File: config.mk
export PLATFORM = sky130hd
export DESIGN_NAME = sync_responder
export DESIGN_NICKNAME = d
export VERILOG_FILES = /design/src/rtl/sync_resp_pkg.sv /design/src/rtl/low_timer.sv /design/src/rtl/reply_seq.sv /design/src/rtl/edge_watch.sv /design/src/rtl/sync_responder.sv
export SDC_FILE = /design/constraint.sdc
export NUM_CORES = 1
export LEC_CHECK = 0
export ABC_AREA = 1
export BUFFER_PORTS_ARGS = -buffer_cell sky130_fd_sc_hd__buf_2
export CAP_MARGIN = 25
export CORE_ASPECT_RATIO = 1.4
export CORE_MARGIN = 5
export CORE_UTILIZATION = 40
export CTS_CLUSTER_DIAMETER = 150
export DETAILED_ROUTE_END_ITERATION = 10
export PLACE_DENSITY_LB_ADDON = 0.1
export SETUP_SLACK_MARGIN = 0.1
export SLEW_MARGIN = 20
export SYNTH_ARGS = -nofsm -noshare
export SYNTH_HDL_FRONTEND = slang
export SYNTH_HIERARCHICAL = 1
export SYNTH_SLANG_ARGS = --single-unit
File: constraint.sdc
create_clock -name clk -period 6.2 [get_ports clk]
set_input_delay 0.31 -clock clk [delete_from_list [all_inputs] [get_ports clk]]
set_output_delay 0.31 -clock clk [all_outputs]
set_load 0.005 [all_outputs]
File: src/rtl/sync_resp_pkg.sv
package sync_resp_pkg;

  typedef enum logic [2:0] {
    ST_IDLE,
    ST_HOLD,
    ST_GAP,
    ST_PULSE,
    ST_SPEED
  } rsp_state_e;

  // True when one more step brings a zero-based counter to the target length.
  function automatic logic reaches_count(input logic [15:0] count, input logic [15:0] target);
    return (count + 16'd1) == target;
  endfunction

endpackage

File: src/rtl/low_timer.sv
module low_timer #(
  parameter int DET_W = 8
) (
  input  logic             clk,
  input  logic             rst_n,
  input  logic             armed,
  input  logic             line_in,
  input  logic             bit_tick,
  input  logic [DET_W-1:0] det_limit,
  output logic             detect
);
  import sync_resp_pkg::*;

  logic [DET_W-1:0] low_cnt;

  always_ff @(posedge clk or negedge rst_n) begin
    if (!rst_n) begin
      low_cnt <= '0;
    end else if (!armed || line_in) begin
      low_cnt <= '0;
    end else if (bit_tick) begin
      low_cnt <= low_cnt + 1'b1;
    end
  end

  assign detect = armed && !line_in && bit_tick &&
                  reaches_count(16'(low_cnt), 16'(det_limit));

endmodule

File: src/rtl/reply_seq.sv
module reply_seq #(
  parameter int GAP_TICKS   = 16,
  parameter int PULSE_TICKS = 128
) (
  input  logic clk,
  input  logic rst_n,
  input  logic detect,
  input  logic line_in,
  input  logic bit_tick,
  input  logic ack_pending,
  output logic armed,
  output logic drive_low,
  output logic drive_high,
  output logic soft_reset,
  output logic ack_cancel,
  output logic busy
);
  import sync_resp_pkg::*;

  localparam int MAX_TICKS = (PULSE_TICKS > GAP_TICKS) ? PULSE_TICKS : GAP_TICKS;
  localparam int CNT_W     = $clog2(MAX_TICKS) + 1;
  localparam logic [CNT_W-1:0] CNT_ONE = 1;

  rsp_state_e       state;
  logic [CNT_W-1:0] phase_cnt;

  // Named events for the assertions and for reading waveforms.
  logic in_hold;
  logic gap_done;
  logic pulse_done;
  logic speed_done;

  assign in_hold    = (state == ST_HOLD);
  assign gap_done   = (state == ST_GAP) && bit_tick &&
                      reaches_count(16'(phase_cnt), 16'(GAP_TICKS));
  assign pulse_done = (state == ST_PULSE) && bit_tick &&
                      reaches_count(16'(phase_cnt), 16'(PULSE_TICKS));
  assign speed_done = (state == ST_SPEED) && bit_tick;

  always_ff @(posedge clk or negedge rst_n) begin
    if (!rst_n) begin
      state      <= ST_IDLE;
      phase_cnt  <= '0;
      soft_reset <= 1'b0;
      ack_cancel <= 1'b0;
    end else begin
      soft_reset <= detect;
      ack_cancel <= detect && ack_pending;
      unique case (state)
        ST_IDLE: begin
          if (detect) state <= ST_HOLD;
        end
        ST_HOLD: begin
          if (line_in) begin
            state     <= ST_GAP;
            phase_cnt <= '0;
          end
        end
        ST_GAP: begin
          if (gap_done) begin
            state     <= ST_PULSE;
            phase_cnt <= '0;
          end else if (bit_tick) begin
            phase_cnt <= phase_cnt + CNT_ONE;
          end
        end
        ST_PULSE: begin
          if (pulse_done) begin
            state     <= ST_SPEED;
            phase_cnt <= '0;
          end else if (bit_tick) begin
            phase_cnt <= phase_cnt + CNT_ONE;
          end
        end
        ST_SPEED: begin
          if (speed_done) state <= ST_IDLE;
        end
        default: state <= ST_IDLE;
      endcase
    end
  end

  assign armed      = (state == ST_IDLE);
  assign drive_low  = (state == ST_PULSE);
  assign drive_high = (state == ST_SPEED);
  assign busy       = !armed;

  // the discard pulse is one clock wide
  assert_soft_reset_single_R2: assert property (@(posedge clk) disable iff (!rst_n)
    soft_reset |=> !soft_reset);

  // busy is already up when the discard pulse shows
  assert_busy_with_reset_R3: assert property (@(posedge clk) disable iff (!rst_n)
    soft_reset |-> busy);

  // busy only drops right after the speedup
  assert_busy_end_R3: assert property (@(posedge clk) disable iff (!rst_n)
    $fell(busy) |-> $past(drive_high));

  // a held line keeps the responder in the hold phase without driving
  assert_hold_quiet_R4: assert property (@(posedge clk) disable iff (!rst_n)
    (in_hold && !line_in) |=> (in_hold && !drive_low && !drive_high));

  // the low pulse is followed directly by the speedup
  assert_speedup_follows_R7: assert property (@(posedge clk) disable iff (!rst_n)
    $fell(drive_low) |-> drive_high);

  // an abort only goes out alongside a discard pulse
  assert_cancel_with_reset_R8: assert property (@(posedge clk) disable iff (!rst_n)
    ack_cancel |-> soft_reset);

endmodule

File: src/rtl/edge_watch.sv
module edge_watch (
  input  logic clk,
  input  logic rst_n,
  input  logic armed,
  input  logic line_in,
  output logic cmd_start
);

  logic line_prev;
  logic fall_seen;

  assign fall_seen = armed && line_prev && !line_in;

  always_ff @(posedge clk or negedge rst_n) begin
    if (!rst_n) begin
      line_prev <= 1'b1;
      cmd_start <= 1'b0;
    end else begin
      line_prev <= line_in;
      cmd_start <= fall_seen;
    end
  end

  // a frame start is reported once per falling edge
  assert_start_single_R9: assert property (@(posedge clk) disable iff (!rst_n)
    cmd_start |=> !cmd_start);

endmodule

File: src/rtl/sync_responder.sv
module sync_responder #(
  parameter int DET_W       = 8,
  parameter int GAP_TICKS   = 16,
  parameter int PULSE_TICKS = 128
) (
  input  logic             clk,
  input  logic             rst_n,
  input  logic             line_in,
  input  logic             bit_tick,
  input  logic [DET_W-1:0] det_limit,
  input  logic             ack_pending,
  output logic             drive_low,
  output logic             drive_high,
  output logic             soft_reset,
  output logic             ack_cancel,
  output logic             busy,
  output logic             cmd_start
);

  logic armed;
  logic detect;

  low_timer #(.DET_W(DET_W)) u_low_timer (
    .clk       (clk),
    .rst_n     (rst_n),
    .armed     (armed),
    .line_in   (line_in),
    .bit_tick  (bit_tick),
    .det_limit (det_limit),
    .detect    (detect)
  );

  reply_seq #(.GAP_TICKS(GAP_TICKS), .PULSE_TICKS(PULSE_TICKS)) u_reply_seq (
    .clk         (clk),
    .rst_n       (rst_n),
    .detect      (detect),
    .line_in     (line_in),
    .bit_tick    (bit_tick),
    .ack_pending (ack_pending),
    .armed       (armed),
    .drive_low   (drive_low),
    .drive_high  (drive_high),
    .soft_reset  (soft_reset),
    .ack_cancel  (ack_cancel),
    .busy        (busy)
  );

  edge_watch u_edge_watch (
    .clk       (clk),
    .rst_n     (rst_n),
    .armed     (armed),
    .line_in   (line_in),
    .cmd_start (cmd_start)
  );

  // the two drivers never fight
  assert_no_contention_R7: assert property (@(posedge clk) disable iff (!rst_n)
    !(drive_low && drive_high));

endmodule

==> results.toml, run 1 <==
[placed_design]
dp_hpwl_microns = 2738
dpl_cell_area_sq_mm = 0.001705
place_inst = 285
io_buffer_count = 18
place_congestion = 0.8566

[power_and_ir_drop]
power_frac_seq_pct = 44.5
clockPowerShare_pct = 19.6
p_leak_nw = 0.9243
switchingPower_w = 0.0001949
total_power_w = 0.0004786
p_int_w = 0.0002838
peakVddDrop_mv = 0.2203
power.density_mw_per_mm2 = 273.3
sw_frac_of_total_pct = 40.71
pwr-share-comb_pct = 35.9

[sta]
setup_viol = 0
skew_ps = 5.791
finalCritPeriodShare_pct = 39.61
maxSlewHeadroom_pct = 64.73
fin_setup_tns_ps = 0
rsz0062_at_grt = "false"
worstMarginPinSlew_ps = 529.0
finalHoldViolCount = 0
fmax_ghz = 0.4072
maxSlewViolCount = 0
timing.final.crit_period_ps = 2456

[cells_and_area]
drive_gt1_share_pct = 17.89
area_growth_pct = 11.02
fin_cells = 289
nNetsFinal = 263
antenna_cells = 0
post-route-util_pct = 45.09
design_area_sq_mm = 0.001752

[outcome]
outcome = "completed"

[setup_path]
critPathArrivalTime_ps = 2620
cp.required_ps = 6370
r2r-start = "u_reply_seq/state[0]"
start_kind = "register"
criticalPathCategory = "register to register"
cp-end-kind = "register"
cp_max_fo = 8
cp-startpoint = "u_reply_seq/state[0]"

[yosys]
synth.yosys.seq_area_share_pct = 36.56
synth_fa_ha_area_share_pct = 2.379
ys_top_cells_by_count = "nand2_1, inv_1, dfrtp_1"
synth_warnings = 6
synth-edff-count = 0
synthMuxAreaShare_pct = 0
synth_compound_area_share_pct = 12.05
synth_top_area_share_pct = 34.89
synth_nets = 243
syn-cell-area_sq_mm = 0.001578
synthSimpleGateAreaFrac_pct = 36.72
synth_top_family_by_area = "simple AND/OR/NAND/NOR gates"
netlist_top_cells_area = "dfrtp_1, nand2_1, inv_1"
yosys_most_used_dff = "dfrtp_1"
syn_area_per_cell_sq_um = 6.950
ys_seq_elements = 23
ys_async_sr_fraction_pct = 100.0
synthCells = 227
synth.distinct_cells = 30
synth.most_common_cell = "nand2_1"
synth_top_area_cell = "dfrtp_1"
synth_xor_area_share_pct = 2.220

[grt]
grt_overflow = 0
grt_pass1_vias = 1468
grt_start_max_net_pins = 24
track_usage_pct = 14.09
grt_pass1_wl_microns = 6134
antenna_found_initial = 0

[clocking]
clkTransAtPathRegs_ps = 80
h-tree-depth = 1
cts-root-buf = "clkbuf_8"
clk_latency_ps = 270
cts_tree = "done"
cts_buffer_depth = 2
cts_setup_buffers = 0
numCtsBuffers = 3
numClockSinks = 23
post_cts_resized = 0
postCtsHoldBufs = 0

[job]
cap_violations = 0

[routing]
vias = 1460
drtAntennaViolNets = 0
drt_wl_total_microns = 3473
wl_per_cell_microns = 12.02
drt_iter0_markers = 62
firstDrtPassIters = 4
via_per_inst = 5.052
drc = 0

[floorplanning]
core_sq_mm = 0.003885
rows = 27
die_area_sq_mm = 0.005318
die_x_microns = 63.08
ios = 19
start_util_pct = 40.61
die_h_microns = 84.31

[hold_path]
hold_path_class = "primary input to async pin"
[cell families after synthesis]
family	count (synthesis)
AOI/OAI and AO/OA	31
xor gates and xnor gates	4
adders and majority gates	3
buffers and inverters	41
DFF	23
and+or+nand+nor	125
[sequential cells by signal, indices dropped and copies added, names as in the netlist]
| signal | flops |
|---|---|
| u_edge_watch/line_prev | 1 |
| u_reply_seq/state | 3 |
| u_reply_seq/ack_cancel | 1 |
| u_edge_watch/cmd_start | 1 |
| u_reply_seq/soft_reset | 1 |
| u_reply_seq/phase_cnt | 8 |
| u_low_timer/low_cnt | 8 |
[power groups by stage]
stage          registers [W]  clock network, W  logic (W)
2_1_floorplan       0.000206                 0   0.000143
3_3_place_gp        0.000216                 0   0.000173
3_5_place_dp        0.000216                 0   0.000172
4_1_cts             0.000213          0.000100   0.000173
5_1_grt             0.000218          0.000107   0.000203
6_report            0.000213         0.0000938   0.000172
[routing by layer]
layer	vias to the layer above	share of wire [%]	global-route usage, %
met3	11	2.8	2.276
met2	25	52	26.14
met4	0	3.7	7.336
met5	-	0	0
li1	761	-	-
met1	663	41	14.83
[layout make-up]
class | count | area, sq um
inverters | 38 | 142.6
clock buffers | 3 | 41.29
multi-input cells | 163 | 842.1
clock inverters | 1 | 5.005
repair buffers | 18 | 90.09
well taps | 43 | 53.80
flip-flops and latches | 23 | 576.8
fillers | 399 | 2133
[stage by stage]
step	hold slack, ps	worst slack, ps
final	15.00	3744
after global routing	57.98	3418
after CTS	33.34	3735
after detailed placement	331.3	3759
after global placement	324.1	3856
after floorplan	14.41	4077
[final timing paths]
| path | endpoint | slack [ps] | depth (start not counted) |
|---|---|---|---|
| max | u_reply_seq/state[0] | 3740 | 14 |
| min | u_low_timer/low_cnt[4] | 10 | 1 |
| max reg2reg | u_reply_seq/state[0] | 3740 | 14 |
| min reg2reg | u_edge_watch/cmd_start | 490 | 2 |
| max in group asynchronous | u_edge_watch/line_prev | 5820 | 1 |
| min in group clk | u_edge_watch/line_prev | 180 | 1 |
[critical path, cell delays in order (launching register included)]
cell and delay (ps):
dfrtp_1 460, nor2_1 190, nand2_1 100, inv_1 100, nand3_1 250, nor2_1 170
nand4_1 100, nor2_1 120, nand3_1 100, nor2_1 170, o22ai_1 120, a21oi_1 260
nand3_1 120, nand2_1 60, nand2_1 50
[placed cells by master (no fill, tap or decap), types with 5 or more instances in the layout]
cell type,n
buf_2,18
dfrtp_1,22
inv_1,35
nand2_1,70
nand2_2,8
nand3_1,20
nand4_1,5
nor2_1,11
o21ai_0,12
o22ai_1,8
No activity file was read; power rests on OpenSTA's default activity.
==> run 2, diff against run 1 <==
clock period = 2.2 ns   (was 6.2 ns; I/O delays follow)
==> results.toml, run 2 (same netlist as run 1, synthesis figures left out) <==
[sta]
skew_ps = 3.414
fmax_ghz = 0.5054
maxSlewHeadroom_pct = 63.51
rsz0062_at_grt = "true"
finalCritPeriodShare_pct = 89.93
worstMarginPinSlew_ps = 547.3
fin_setup_tns_ps = 0
setup_slack_ps = 221.5
setup_viol = 0
maxSlewViolCount = 0
finalHoldViolCount = 0
timing.final.crit_period_ps = 1978

[routing]
drt_iter0_markers = 73
vias = 1490
firstDrtPassIters = 4
wl_per_cell_microns = 12.35
via_per_inst = 5.000
drc = 0
drtAntennaViolNets = 0
drt_wl_total_microns = 3680

[clocking]
clkTransAtPathRegs_ps = 90
numCtsBuffers = 3
cts_tree = "done"
numClockSinks = 23
cts_buffer_depth = 2
h-tree-depth = 1
clk_latency_ps = 260
cts-root-buf = "clkbuf_8"

[cells_and_area]
antenna_cells = 0
area_growth_pct = 18.72
reg_top3 = "u_low_timer/low_cnt x8, u_reply_seq/phase_cnt x8, u_reply_seq/state x3"
layout_common_cells = "nand2_1, inv_1, dfrtp_1"
final_common_cell = "nand2_1"
drive_gt1_share_pct = 24.31
nNetsFinal = 272

[floorplanning]
core_sq_mm = 0.003885
die_h_microns = 84.31
ios = 19
rows = 27
start_util_pct = 40.61
die_area_sq_mm = 0.005318
die_x_microns = 63.08

[placed_design]
dp_hpwl_microns = 2745
io_buffer_count = 18
place_congestion = 0.8249
pre_cts_ws_ps = 122.6

[job]
cap_violations = 0

[setup_path]
crit_top_cell = "nand2_1"
criticalPathCategory = "register to register"
r2r_setup_slack_ps = 220
cp-end-kind = "register"
worst_path_max_delay_cell = "dfrtp_2"
cp_max_fo = 5
r2r-start = "u_low_timer/low_cnt[1]"
crit_chain = "ha_4 -> inv_2 -> nand2_1 -> nand2_1 -> nor2_1 -> nand4_1 -> nor2_2 -> nand3_2 -> nor2_4 -> o22ai_2 -> a21oi_2 -> nand3_1 -> nand2_1 -> nand2_1"
r2r_end = "u_reply_seq/state[0]"
critPathArrivalTime_ps = 2140
slowest_delay_ps = 450
start_kind = "register"
rr_worst_depth = 14
cp.required_ps = 2360

[grt]
antenna_found_initial = 0
grt_start_max_net_pins = 24
grt_overflow = 0
track_usage_pct = 14.74
grt_pass1_wl_microns = 6382
grt_pass1_vias = 1450

[hold_path]
hold_path_class = "primary input to register"
hold_depth = 3
holdCritStartpoint = "ack_pending"
holdPathEnd = "u_reply_seq/ack_cancel"

[outcome]
outcome = "completed"

[power_and_ir_drop]
p_leak_nw = 0.9684
power.density_mw_per_mm2 = 731.3
peakVddDrop_mv = 0.4391
[run 2: cell types whose count changed in the layout (fill, tap and decap cells not counted), moves of 2 or more]
cell           delta
nand3_2           +2
buf_4             +7
nor2_2            +2
dlygate4sd3_1     +2
nand3_1           -2
nor2_1            -3
[run 2: power by group]
group | switching [W] | internal, W
sequential | 0.0000962 | 0.000497
combinational | 0.000319 | 0.000188
clock | 0.000143 | 0.000126
[run 2: per-stage QoR]
stage / power, W / utilization (%) / instance area (sq um) / hold WS (ps) / cells
after floorplan: 0.0009824 / - / 1582 / -185.6 / 227
after global placement: 0.001102 / 44.77 / 1739 / 128.7 / 289
after detailed placement: 0.001096 / 44.77 / 1739 / 126.8 / 289
after CTS: 0.001383 / 46.67 / 1813 / 13.72 / 296
after global routing: 0.001512 / 48.21 / 1873 / 35.66 / 298
final: 0.001370 / 48.21 / 1873 / 22.59 / 298
[run 2: per-layer routing]
metal | GRT usage (%) | up-vias | part of all wire (%)
li1 | - | 782 | -
met5 | 0 | - | 0
met3 | 3.213 | 6 | 3.9
met2 | 28.10 | 28 | 54
met1 | 15.12 | 674 | 40
met4 | 5.792 | 0 | 1.5
[run 2: layout make-up]
| type | instances | area, sq um |
|---|---|---|
| fill | 399 | 2012 |
| multi-input combinational | 163 | 889.6 |
| sequential | 23 | 578.1 |
| timing repair buffer | 27 | 162.7 |
| inverter | 38 | 142.6 |
| tap | 43 | 53.80 |
| clock buffer | 3 | 41.29 |
| clock inverter | 1 | 5.005 |
[run 2: how the worst max path moves through the flow]
stage,startpoint,end,slack (ps),cells after the start
final,u_low_timer/low_cnt[1],u_reply_seq/state[0],220,14
after floorplan,u_reply_seq/state[0],u_reply_seq/state[0],140,15
after CTS,u_reply_seq/state[2],u_reply_seq/state[0],110,14
after global placement,u_reply_seq/state[2],u_reply_seq/state[0],150,14
after global routing,u_reply_seq/state[2],u_reply_seq/state[0],40,14
after detailed placement,u_reply_seq/state[2],u_reply_seq/state[0],120,14
[run 2: critical path: cells and delay by family (launching register included)]
family          cells  cell delay (ps)
compound gates      2              250
simple gates       10              860
flops               1              450
buf+inv             1               30
fa+ha+maj           1              280
[run 2: timing repair]
action,CTS,global route
endpoints found under the hold margin,23,0
pin swaps,1,12
resized for setup,0,11
setup buffers,1,2
hold buffers,2,0
endpoints found under the setup margin,1,3
==> run 3, diff against run 2 <==
CTS_BUF_LIST = sky130_fd_sc_hd__clkbuf_2   (was default)
MAX_ROUTING_LAYER = met4   (was default)
clock period = 2.36 ns   (was 2.2 ns; I/O delays follow)
==> results.toml, run 3 (same netlist as run 1, synthesis figures left out) <==
[hold_path]
holdPathEnd = "u_reply_seq/soft_reset"
hold_depth = 4
holdCritStartpoint = "det_limit[5]"
hold_path_class = "primary input to register"

[setup_path]
r2r_setup_slack_ps = 240
start_kind = "register"
cp-end-kind = "register"
cp-startpoint = "u_reply_seq/state[0]"
r2r-start = "u_reply_seq/state[0]"
cp_max_fo = 4
critPathArrivalTime_ps = 2390
r2r_end = "u_reply_seq/state[0]"
cp.required_ps = 2630
rr_worst_depth = 14
criticalPathCategory = "register to register"

[floorplanning]
die_h_microns = 84.31
die_x_microns = 63.08
die_area_sq_mm = 0.005318
ios = 19
core_sq_mm = 0.003885
rows = 27
start_util_pct = 40.61

[cells_and_area]
seq_area_sq_um = 578.1
reg_top3 = "u_low_timer/low_cnt x8, u_reply_seq/phase_cnt x8, u_reply_seq/state x3"
layout_common_cells = "nand2_1, inv_1, dfrtp_1"
fillers = 414
nNetsFinal = 269
antenna_cells = 0
final_common_cell = "nand2_1"
area_growth_pct = 13.01
fin_cells = 295
drive_gt1_share_pct = 19.44
multiInputGateArea_sq_um = 845.8

[clocking]
cts_tree = "done"
h-tree-depth = 1
clkTransAtPathRegs_ps = 210
clk_latency_ps = 340
cts-root-buf = "clkbuf_2"
numCtsBuffers = 3
numClockSinks = 23
cts_buffer_depth = 2

[routing]
firstDrtPassIters = 4
vias = 1487
wl_per_cell_microns = 12.34
drt_iter0_markers = 49
drt_wl_total_microns = 3641
drc = 0
via_per_inst = 5.041
drtAntennaViolNets = 0

[placed_design]
io_buffer_count = 18
place_congestion = 0.8448
place_inst = 287
dp_hpwl_microns = 2811
pre_cts_ws_ps = 160.4

[grt]
track_usage_pct = 14.85
grt_pass1_vias = 1484
grt_pass1_wl_microns = 6244
grt_start_max_net_pins = 24
grt_overflow = 0
antenna_found_initial = 0

[power_and_ir_drop]
power.density_mw_per_mm2 = 669.4
peakVddDrop_mv = 0.4611
p_leak_nw = 0.9422

[sta]
worstMarginPinSlew_ps = 530.3
hold_slack_ps = 154.5
setup_slack_ps = 238.9
timing.final.crit_period_ps = 2121
maxSlewHeadroom_pct = 64.64
maxSlewViolCount = 0
finalCritPeriodShare_pct = 89.88
setup_viol = 0
finalHoldViolCount = 0
rsz0062_at_grt = "false"
fin_setup_tns_ps = 0
skew_ps = 2.070
fmax_ghz = 0.4714

[job]
cap_violations = 0

[outcome]
outcome = "completed"
==> run 3: worst max-delay path by stage <==
stage                                 to  slack [ps]
floorplan           u_reply_seq/state[0]         240
global placement    u_reply_seq/state[0]         160
detailed placement  u_reply_seq/state[0]         160
CTS                 u_reply_seq/state[0]         130
global route        u_reply_seq/state[0]          60
finish              u_reply_seq/state[0]         240
==> run 3: worst max-delay path, cell delays in order, from the launching register on <==
cell and delay [ps]:
dfrtp_2 480, nor2_1 160, nand2_1 110, inv_1 110, nand3_1 100, nor2_1 120, nand4_1 100, nor2_1 120
nand3_1 90, nor2_1 130, o22ai_1 120, a21oi_2 190, nand3_1 100, nand2_1 60, nand2_1 40
==> run 3: stage by stage <==
stage               utilization, %  area, sq um  total power, W
global route                 45.89         1783        0.001322
global placement             44.28         1720        0.001025
floorplan                        -         1578       0.0009156
detailed placement           44.28         1720        0.001022
CTS                          45.57         1770        0.001203
finish                       45.89         1783        0.001193
==> run 3: final cells by class <==
cell class	instances	share of cell area (%)
repair buffers	24	8.000
inverters	38	8.000
flip-flops and latches	23	32.42
multi-input cells	163	47.44
well taps	43	3.018
clock buffers	4	1.123
==> run 3: per-layer routing <==
layer	track usage (%)	routed length, microns	vias up
met5	-	0	-
met4	7.915	99	0
met3	1.874	102	9
met2	26.89	1971	22
met1	15.19	1468	679
li1	-	-	777
==> run 3: timing repair <==
action	4_1_cts	5_1_grt
endpoints found under the hold margin	25	0
resized for setup	0	2
setup endpoints to repair	0	3
setup buffers	0	1
hold buffers	3	0
==> run 3: where the power goes <==
group	total, W	switching [W]	internal (W)
sequential	0.000557	0.0000937	0.000463
combinational	0.000470	0.000296	0.000173
clock	0.000167	0.000122	0.0000448
